### config.mk
export PLATFORM = sky130hd
export DESIGN_NAME = twi_master_tx
export DESIGN_NICKNAME = d
export VERILOG_FILES = /design/src/rtl/twi_pkg.sv /design/src/rtl/twi_tick_gen.sv /design/src/rtl/twi_bus_monitor.sv /design/src/rtl/twi_xfer_fsm.sv /design/src/rtl/twi_master_tx.sv
export SDC_FILE = /design/constraint.sdc
export NUM_CORES = 1
export LEC_CHECK = 0
export BUFFER_PORTS_ARGS = -buffer_cell sky130_fd_sc_hd__buf_2
export CAP_MARGIN = 30
export CORE_UTILIZATION = 60
export DETAILED_ROUTE_END_ITERATION = 16
export PLACE_DENSITY = 0.81
export SETUP_SLACK_MARGIN = 0.2
export SYNTH_ARGS = -nofsm -noshare
export SYNTH_HDL_FRONTEND = slang
export SYNTH_SLANG_ARGS = --single-unit
### constraint.sdc
create_clock -name clk_i -period 4.4 [get_ports clk_i]
set_input_delay 0.66 -clock clk_i [delete_from_list [all_inputs] [get_ports clk_i]]
set_output_delay 0.66 -clock clk_i [all_outputs]
set_load 0.01 [all_outputs]
### src/rtl/twi_pkg.sv
package twi_pkg;
  localparam logic [7:0] ST_CODE_START = 8'h08;
  localparam logic [7:0] ST_CODE_RSTRT = 8'h10;
  localparam logic [7:0] ST_CODE_AACK  = 8'h18;
  localparam logic [7:0] ST_CODE_ANAK  = 8'h20;
  localparam logic [7:0] ST_CODE_DACK  = 8'h28;
  localparam logic [7:0] ST_CODE_DNAK  = 8'h30;
  localparam logic [7:0] ST_CODE_LOST  = 8'h38;
  localparam logic [7:0] ST_CODE_NONE  = 8'hF8;

  localparam int CB_EN   = 0;
  localparam int CB_STA  = 1;
  localparam int CB_STO  = 2;
  localparam int CB_WCOL = 6;
  localparam int CB_FLAG = 7;

  localparam logic [1:0] RA_CTRL = 2'd0;
  localparam logic [1:0] RA_DATA = 2'd1;
  localparam logic [1:0] RA_STAT = 2'd2;

  typedef enum logic [2:0] {
    XS_IDLE, XS_ARM, XS_START, XS_BYTE, XS_STOP, XS_HOLD
  } xfer_state_e;
endpackage

### src/rtl/twi_tick_gen.sv
module twi_tick_gen #(
  parameter int DIV = 4
) (
  input  logic clk_i,
  input  logic rst_ni,
  output logic tick_o
);
  localparam int CW = (DIV > 2) ? $clog2(DIV) : 1;
  logic [CW-1:0] cnt_q;

  always_ff @(posedge clk_i or negedge rst_ni) begin
    if (!rst_ni) begin
      cnt_q  <= '0;
      tick_o <= 1'b0;
    end else if (cnt_q == CW'(DIV - 1)) begin
      cnt_q  <= '0;
      tick_o <= 1'b1;
    end else begin
      cnt_q  <= cnt_q + 1'b1;
      tick_o <= 1'b0;
    end
  end
endmodule

### src/rtl/twi_bus_monitor.sv
module twi_bus_monitor (
  input  logic clk_i,
  input  logic rst_ni,
  input  logic scl_i,
  input  logic sda_i,
  output logic busy_o
);
  logic scl_q, sda_q, start_det, stop_det;

  assign start_det = scl_i & scl_q & sda_q & ~sda_i;
  assign stop_det  = scl_i & scl_q & ~sda_q & sda_i;

  always_ff @(posedge clk_i or negedge rst_ni) begin
    if (!rst_ni) begin
      scl_q  <= 1'b1;
      sda_q  <= 1'b1;
      busy_o <= 1'b0;
    end else begin
      scl_q <= scl_i;
      sda_q <= sda_i;
      if (start_det)     busy_o <= 1'b1;
      else if (stop_det) busy_o <= 1'b0;
    end
  end

  assert_start_busy_R10: assert property (@(posedge clk_i) disable iff (!rst_ni)
    start_det |=> busy_o);
  assert_stop_free_R10: assert property (@(posedge clk_i) disable iff (!rst_ni)
    stop_det |=> !busy_o);
endmodule

### src/rtl/twi_xfer_fsm.sv
module twi_xfer_fsm
  import twi_pkg::*;
(
  input  logic       clk_i,
  input  logic       rst_ni,
  input  logic       tick_i,
  input  logic       cmd_go_i,
  input  logic       cmd_sta_i,
  input  logic       cmd_sto_i,
  input  logic [7:0] tx_byte_i,
  input  logic       bus_busy_i,
  input  logic       sda_i,
  output logic       scl_oe_o,
  output logic       sda_oe_o,
  output logic       evt_o,
  output logic [7:0] evt_code_o,
  output logic       stop_done_o
);
  xfer_state_e state_q;
  logic [1:0]  ph_q;
  logic [3:0]  bit_q;
  logic [7:0]  sh_q;
  logic        own_q, addr_q, ack_q, pend_q, rep_q;
  logic        last_bit, lost;

  assign last_bit = (bit_q == 4'd8);
  // released SDA for a one, yet the line reads low with SCL high
  assign lost = (state_q == XS_BYTE) && tick_i && (ph_q == 2'd2)
              && !last_bit && !sda_oe_o && !sda_i;

  always_ff @(posedge clk_i or negedge rst_ni) begin
    if (!rst_ni) begin
      state_q <= XS_IDLE;
      ph_q <= '0; bit_q <= '0; sh_q <= '0;
      own_q <= 1'b0; addr_q <= 1'b0; ack_q <= 1'b0;
      pend_q <= 1'b0; rep_q <= 1'b0;
      scl_oe_o <= 1'b0; sda_oe_o <= 1'b0;
      evt_o <= 1'b0; evt_code_o <= ST_CODE_NONE; stop_done_o <= 1'b0;
    end else begin
      evt_o       <= 1'b0;
      stop_done_o <= 1'b0;
      unique case (state_q)
        XS_IDLE: if (cmd_go_i && cmd_sta_i) state_q <= XS_ARM;
        XS_ARM: if (!bus_busy_i) begin
          state_q <= XS_START;
          ph_q    <= '0;
          rep_q   <= 1'b0;
        end
        XS_HOLD: if (cmd_go_i) begin
          ph_q <= '0;
          if (cmd_sto_i) begin
            state_q <= XS_STOP;
            pend_q  <= cmd_sta_i;
          end else if (cmd_sta_i) begin
            state_q <= XS_START;
            rep_q   <= 1'b1;
          end else begin
            state_q <= XS_BYTE;
            sh_q    <= tx_byte_i;
            bit_q   <= '0;
          end
        end
        XS_START: if (tick_i) begin
          ph_q <= ph_q + 1'b1;
          unique case (ph_q)
            2'd0: sda_oe_o <= 1'b0;
            2'd1: scl_oe_o <= 1'b0;
            2'd2: sda_oe_o <= 1'b1;
            default: begin
              scl_oe_o   <= 1'b1;
              evt_o      <= 1'b1;
              evt_code_o <= rep_q ? ST_CODE_RSTRT : ST_CODE_START;
              own_q      <= 1'b1;
              addr_q     <= 1'b1;
              state_q    <= XS_HOLD;
            end
          endcase
        end
        XS_BYTE: if (tick_i) begin
          ph_q <= ph_q + 1'b1;
          unique case (ph_q)
            2'd0: sda_oe_o <= !last_bit && !sh_q[7];
            2'd1: scl_oe_o <= 1'b0;
            2'd2: if (lost) begin
              scl_oe_o   <= 1'b0;
              sda_oe_o   <= 1'b0;
              evt_o      <= 1'b1;
              evt_code_o <= ST_CODE_LOST;
              own_q      <= 1'b0;
              addr_q     <= 1'b0;
              ph_q       <= '0;
              state_q    <= XS_IDLE;
            end else if (last_bit) begin
              ack_q <= !sda_i;
            end
            default: begin
              scl_oe_o <= 1'b1;
              if (last_bit) begin
                evt_o      <= 1'b1;
                evt_code_o <= addr_q ? (ack_q ? ST_CODE_AACK : ST_CODE_ANAK)
                                     : (ack_q ? ST_CODE_DACK : ST_CODE_DNAK);
                addr_q     <= 1'b0;
                state_q    <= XS_HOLD;
              end else begin
                sh_q  <= {sh_q[6:0], 1'b0};
                bit_q <= bit_q + 1'b1;
              end
            end
          endcase
        end
        XS_STOP: if (tick_i) begin
          ph_q <= ph_q + 1'b1;
          unique case (ph_q)
            2'd0: sda_oe_o <= 1'b1;
            2'd1: scl_oe_o <= 1'b0;
            2'd2: sda_oe_o <= 1'b0;
            default: begin
              own_q       <= 1'b0;
              stop_done_o <= 1'b1;
              state_q     <= pend_q ? XS_ARM : XS_IDLE;
            end
          endcase
        end
        default: state_q <= XS_IDLE;
      endcase
    end
  end

  assert_hold_scl_low_R5: assert property (@(posedge clk_i) disable iff (!rst_ni)
    (state_q == XS_HOLD) |-> scl_oe_o);
  assert_sda_scl_low_R11: assert property (@(posedge clk_i) disable iff (!rst_ni)
    (state_q == XS_BYTE && !$stable(sda_oe_o)) |-> scl_oe_o);
  assert_lost_release_R9: assert property (@(posedge clk_i) disable iff (!rst_ni)
    (evt_o && evt_code_o == ST_CODE_LOST) |-> (!scl_oe_o && !sda_oe_o && !own_q));
  assert_stop_released_R8: assert property (@(posedge clk_i) disable iff (!rst_ni)
    stop_done_o |-> (!scl_oe_o && !sda_oe_o));
endmodule

### src/rtl/twi_master_tx.sv
module twi_master_tx
  import twi_pkg::*;
#(
  parameter int DIV = 4
) (
  input  logic       clk_i,
  input  logic       rst_ni,
  input  logic       reg_we_i,
  input  logic [1:0] reg_addr_i,
  input  logic [7:0] reg_wdata_i,
  output logic [7:0] reg_rdata_o,
  output logic       irq_o,
  input  logic       scl_i,
  input  logic       sda_i,
  output logic       scl_oe_o,
  output logic       sda_oe_o
);
  logic       flag_q, wcol_q, sta_q, sto_q, en_q;
  logic [7:0] data_q, status_q, evt_code;
  logic       tick, busy, evt, stop_done;
  logic       ctrl_wr, data_wr, cmd_go;

  assign ctrl_wr = reg_we_i && (reg_addr_i == RA_CTRL);
  assign data_wr = reg_we_i && (reg_addr_i == RA_DATA);
  assign cmd_go  = ctrl_wr && reg_wdata_i[CB_FLAG] && reg_wdata_i[CB_EN];
  assign irq_o   = flag_q;

  always_ff @(posedge clk_i or negedge rst_ni) begin
    if (!rst_ni) begin
      flag_q <= 1'b0; wcol_q <= 1'b0;
      sta_q  <= 1'b0; sto_q  <= 1'b0; en_q <= 1'b0;
      data_q <= '0;   status_q <= ST_CODE_NONE;
    end else begin
      if (ctrl_wr) begin
        en_q  <= reg_wdata_i[CB_EN];
        sta_q <= reg_wdata_i[CB_STA];
        sto_q <= reg_wdata_i[CB_STO];
        if (reg_wdata_i[CB_FLAG]) flag_q <= 1'b0;
      end
      if (data_wr) begin
        if (flag_q) begin
          data_q <= reg_wdata_i;
          wcol_q <= 1'b0;
        end else begin
          wcol_q <= 1'b1;
        end
      end
      if (evt) begin
        flag_q   <= 1'b1;
        status_q <= evt_code;
      end
      if (stop_done) begin
        sto_q    <= 1'b0;
        status_q <= ST_CODE_NONE;
      end
    end
  end

  always_comb begin
    unique case (reg_addr_i)
      RA_CTRL: reg_rdata_o = {flag_q, wcol_q, 3'b000, sto_q, sta_q, en_q};
      RA_DATA: reg_rdata_o = data_q;
      RA_STAT: reg_rdata_o = status_q;
      default: reg_rdata_o = 8'h00;
    endcase
  end

  twi_tick_gen #(.DIV(DIV)) u_tick (
    .clk_i(clk_i), .rst_ni(rst_ni), .tick_o(tick)
  );

  twi_bus_monitor u_mon (
    .clk_i(clk_i), .rst_ni(rst_ni), .scl_i(scl_i), .sda_i(sda_i), .busy_o(busy)
  );

  twi_xfer_fsm u_fsm (
    .clk_i(clk_i), .rst_ni(rst_ni), .tick_i(tick),
    .cmd_go_i(cmd_go), .cmd_sta_i(reg_wdata_i[CB_STA]), .cmd_sto_i(reg_wdata_i[CB_STO]),
    .tx_byte_i(data_q), .bus_busy_i(busy), .sda_i(sda_i),
    .scl_oe_o(scl_oe_o), .sda_oe_o(sda_oe_o),
    .evt_o(evt), .evt_code_o(evt_code), .stop_done_o(stop_done)
  );

  assert_wcol_R6: assert property (@(posedge clk_i) disable iff (!rst_ni)
    (data_wr && !flag_q) |=> (wcol_q && $stable(data_q)));
  assert_sto_clear_R8: assert property (@(posedge clk_i) disable iff (!rst_ni)
    (stop_done && !ctrl_wr) |=> !sto_q);
  assert_flag_on_event_R5: assert property (@(posedge clk_i) disable iff (!rst_ni)
    evt |=> flag_q);
endmodule

==> results.toml <==
[run_status]
outcome = "finished clean"

[power_and_ir_drop]
seqPwrFrac_pct = 46.0
swShare_pct = 38.7
p_comb_share_pct = 36.3
p_leak_nw = 1.35
p_int_mw = 1.03
powerDensity_mw_per_mm2 = 566
p_clk_share_pct = 17.7
peakVddDrop_mv = 0.291
power.switching_mw = 0.650

[clock_network]
clock-sinks = 52
cts_inserted_buffers = 5
clk_path_buf_depth = 2
cts_hold_buf = 0
ctsResizeCount = 0
cts_tree = "done"
clk_pin_slew_ns = 0.10
cts_setup_buffers = 0
cts_max_level = 2
clkLatencyLatePin_ns = 0.31
clock-root-buffer = "clkbuf_8"

[grt]
grt-busiest-layer = "met2"
use_met2_pct = 39.2
grtUsageMet3_pct = 6.54
grt_overflow = 0
grt.met1_usage_pct = 35.5
grt_pass1_wl_microns = 9780
grt_pass1_vias = 2065
antenna_found_initial = 0
gr-usage-all-layers_pct = 25.5
grt_max_degree = 53

[timing]
hold_viol_final = 0
period_share_pct = 62.7
fmax_mhz = 362
final_max_slew_viol_count = 0
worst_slack_ns = 1.64
clock_skew_ns = 0.00454
tightest_slew_ns = 0.863
rsz0062_at_grt = "false"
min_period_ns = 2.76
max-slew-margin-rel_pct = 42.4
setup_viol = 0
finalSetupTns_ns = 0

[floorplanning]
dieArea_sq_mm = 0.00487
io_pins = 26
start_util_pct = 62.8
fp.dieW_microns = 69.8
die_height_microns = 69.8
rows = 24
core_area_sq_mm = 0.00438

[finish]
fin_nets = 313
drive_above_1_share_pct = 22.3
fin_cells = 343
final_area_sq_mm = 0.00297
syn_to_final_growth_pct = 7.90
antennaDiodeCount = 0

[placement]
dp_hpwl_microns = 4030
gp_congestion = 0.889
dp_slack_ns = 1.59
io_buffers = 25
dpl_cell_area_sq_mm = 0.00287
dp.cells = 335

[synthesis]
synth_area_sq_mm = 0.00276
synth_edf_count = 0
synth.distinct_cells = 52
ys_seq_elements = 52
async_reset_ff_share_pct = 100
synth_flop_cell = "dfrtp_1"
ys_seq_area_share_pct = 47.7
syn_area_per_cell_sq_um = 10.1
synth_nets = 296
syn_inst = 273
yosysWarnings = 0

[detailed_routing]
wl_per_cell_microns = 16.8
firstDrtPassIters = 4
vias = 2104
antenna_left = 0
drc = 0
drt_iter0_markers = 221
totalWireLength_microns = 5760
via_per_inst = 6.13

[critical_path]
end_kind = "register"
r2r-end = "u_fsm.bit_q[2]$_DFFE_PN0P_"
worstSetupPathType = "register to register"
startpoint_type = "register"
critPathRequiredTime_ns = 4.61
critPathMaxFanout = 23
reg2reg_depth = 5
cp.arrival_ns = 2.97
rrSetupSlack_ns = 1.64
r2r-start = "u_fsm.state_q[0]$_DFFE_PN0P_"

[worst_hold_path]
hold_end = "u_tick.cnt_q[0]$_DFF_PN0_"
hp-class = "register to register"
holdCritStartpoint = "u_tick.cnt_q[0]$_DFF_PN0_"
hold_depth = 1

[flow_run]
cap_violations = 0
-- power groups by stage --
stage | combinational, mW | clock (mW) | sequential [mW]
after floorplan | 0.527 | 0 | 0.707
after global placement | 0.583 | 0 | 0.773
after detailed placement | 0.605 | 0 | 0.777
after CTS | 0.608 | 0.303 | 0.770
after global routing | 0.689 | 0.320 | 0.792
final | 0.611 | 0.298 | 0.773
-- cell families after synthesis --
group | after synthesis | synth area share, %
and+or+nand+nor | 94 | 17.5
adders and majority gates | 8 | 3.63
muxes | 23 | 9.13
buffers and inverters | 27 | 4.54
AOI/OAI and AO/OA | 69 | 17.5
DFF | 52 | 47.7
-- registers in the layout (all words and copies together) (netlist names), 2 cells and up --
signal,cells
u_fsm.evt_code_o,4
u_fsm.bit_q,4
u_fsm.state_q,3
u_tick.cnt_q,2
u_fsm.sh_q,8
status_q,4
data_q,8
u_fsm.ph_q,2
-- layout by cell type (no fill, tap or decap), types with 2 or more instances in the layout --
cell type   n
nand3b_1    3
nand3_1    10
ha_1        8
clkbuf_8    6
inv_6       2
and3b_1     2
a22o_1      3
or3b_1      2
nor4_1      2
a2bb2oi_1   3
inv_1      10
a21oi_1    10
nand2b_1    4
dfstp_2    10
mux2i_1     9
a31oi_1    11
mux2_2     13
nor3_1      4
dfrtp_1    42
buf_2      25
nor2_1     21
nor2b_1     9
o21ai_0    19
a211o_1     5
nand2_1    30
buf_4       2
-- how the worst max path moves through the flow --
stage / from / end / slack (ns) / depth (start not counted)
2_1_floorplan: reg_addr_i[0] / u_fsm.state_q[0]$_DFFE_PN0P_ / 2.23 / 6
3_3_place_gp: reg_addr_i[0] / u_fsm.bit_q[2]$_DFFE_PN0P_ / 1.68 / 6
3_5_place_dp: reg_addr_i[0] / u_fsm.bit_q[2]$_DFFE_PN0P_ / 1.59 / 6
4_1_cts: u_fsm.state_q[0]$_DFFE_PN0P_ / u_fsm.bit_q[2]$_DFFE_PN0P_ / 1.68 / 5
5_1_grt: u_fsm.state_q[0]$_DFFE_PN0P_ / u_fsm.bit_q[2]$_DFFE_PN0P_ / 1.33 / 5
6_report: u_fsm.state_q[0]$_DFFE_PN0P_ / u_fsm.bit_q[2]$_DFFE_PN0P_ / 1.64 / 5
-- worst max-delay path: stages, from the launching register on --
cell	delay, ns
dfrtp_1	0.71
and3b_1	0.61
a2bb2oi_1	0.19
a221oi_4	0.70
o21ai_0	0.20
a32o_1	0.25
-- cell usage after synthesis (2+ instances only) --
cell       instances  area [sq um]
a211o_1            5          43.8
a21oi_1           10          50.1
a22o_1             3          26.3
a2bb2oi_1          3          26.3
a31oi_1           11          68.8
and3b_1            2          17.5
buf_2              4          20.0
buf_4              3          22.5
clkbuf_1           9          33.8
dfrtp_1           42          1050
dfstp_2           10           263
ha_1               8           100
inv_1             10          37.5
mux2_2            13           146
mux2i_1            9          90.1
nand2_1           30           113
nand2b_1           4          25.0
nand3_1           10          50.1
nand3b_1           3          22.5
nor2_1            21          78.8
nor2b_1            9          56.3
nor3_1             4          20.0
nor4_1             2          12.5
o21ai_0           19          95.1
or3b_1             2          17.5
-- routing by layer --
layer  part of all wire [%]  wire length, microns  up-vias
met5                      0                     0        -
met3                    4.8                   278       11
met2                     48                  2770       53
met1                     46                  2620     1026
li1                       -                     -     1014
met4                    1.6                    91        0
-- layout make-up --
class	instances	area, sq um
Fill cell	354	1410
Multi-Input combinational cell	194	1320
Sequential cell	52	1310
Timing Repair Buffer	27	140
Clock buffer	6	82.6
Tap cell	52	65.1
Inverter	10	37.5
Clock inverter	2	17.5
-- per-stage QoR --
step	utilization [%]	hold slack (ns)	total power, mW
6_report	67.8	0.436	1.68
5_1_grt	67.8	0.445	1.80
4_1_cts	67.8	0.441	1.68
3_5_place_dp	65.5	0.428	1.38
3_3_place_gp	65.5	0.415	1.36
2_1_floorplan	-	0.364	1.23
(Power assumes the default switching activity.)
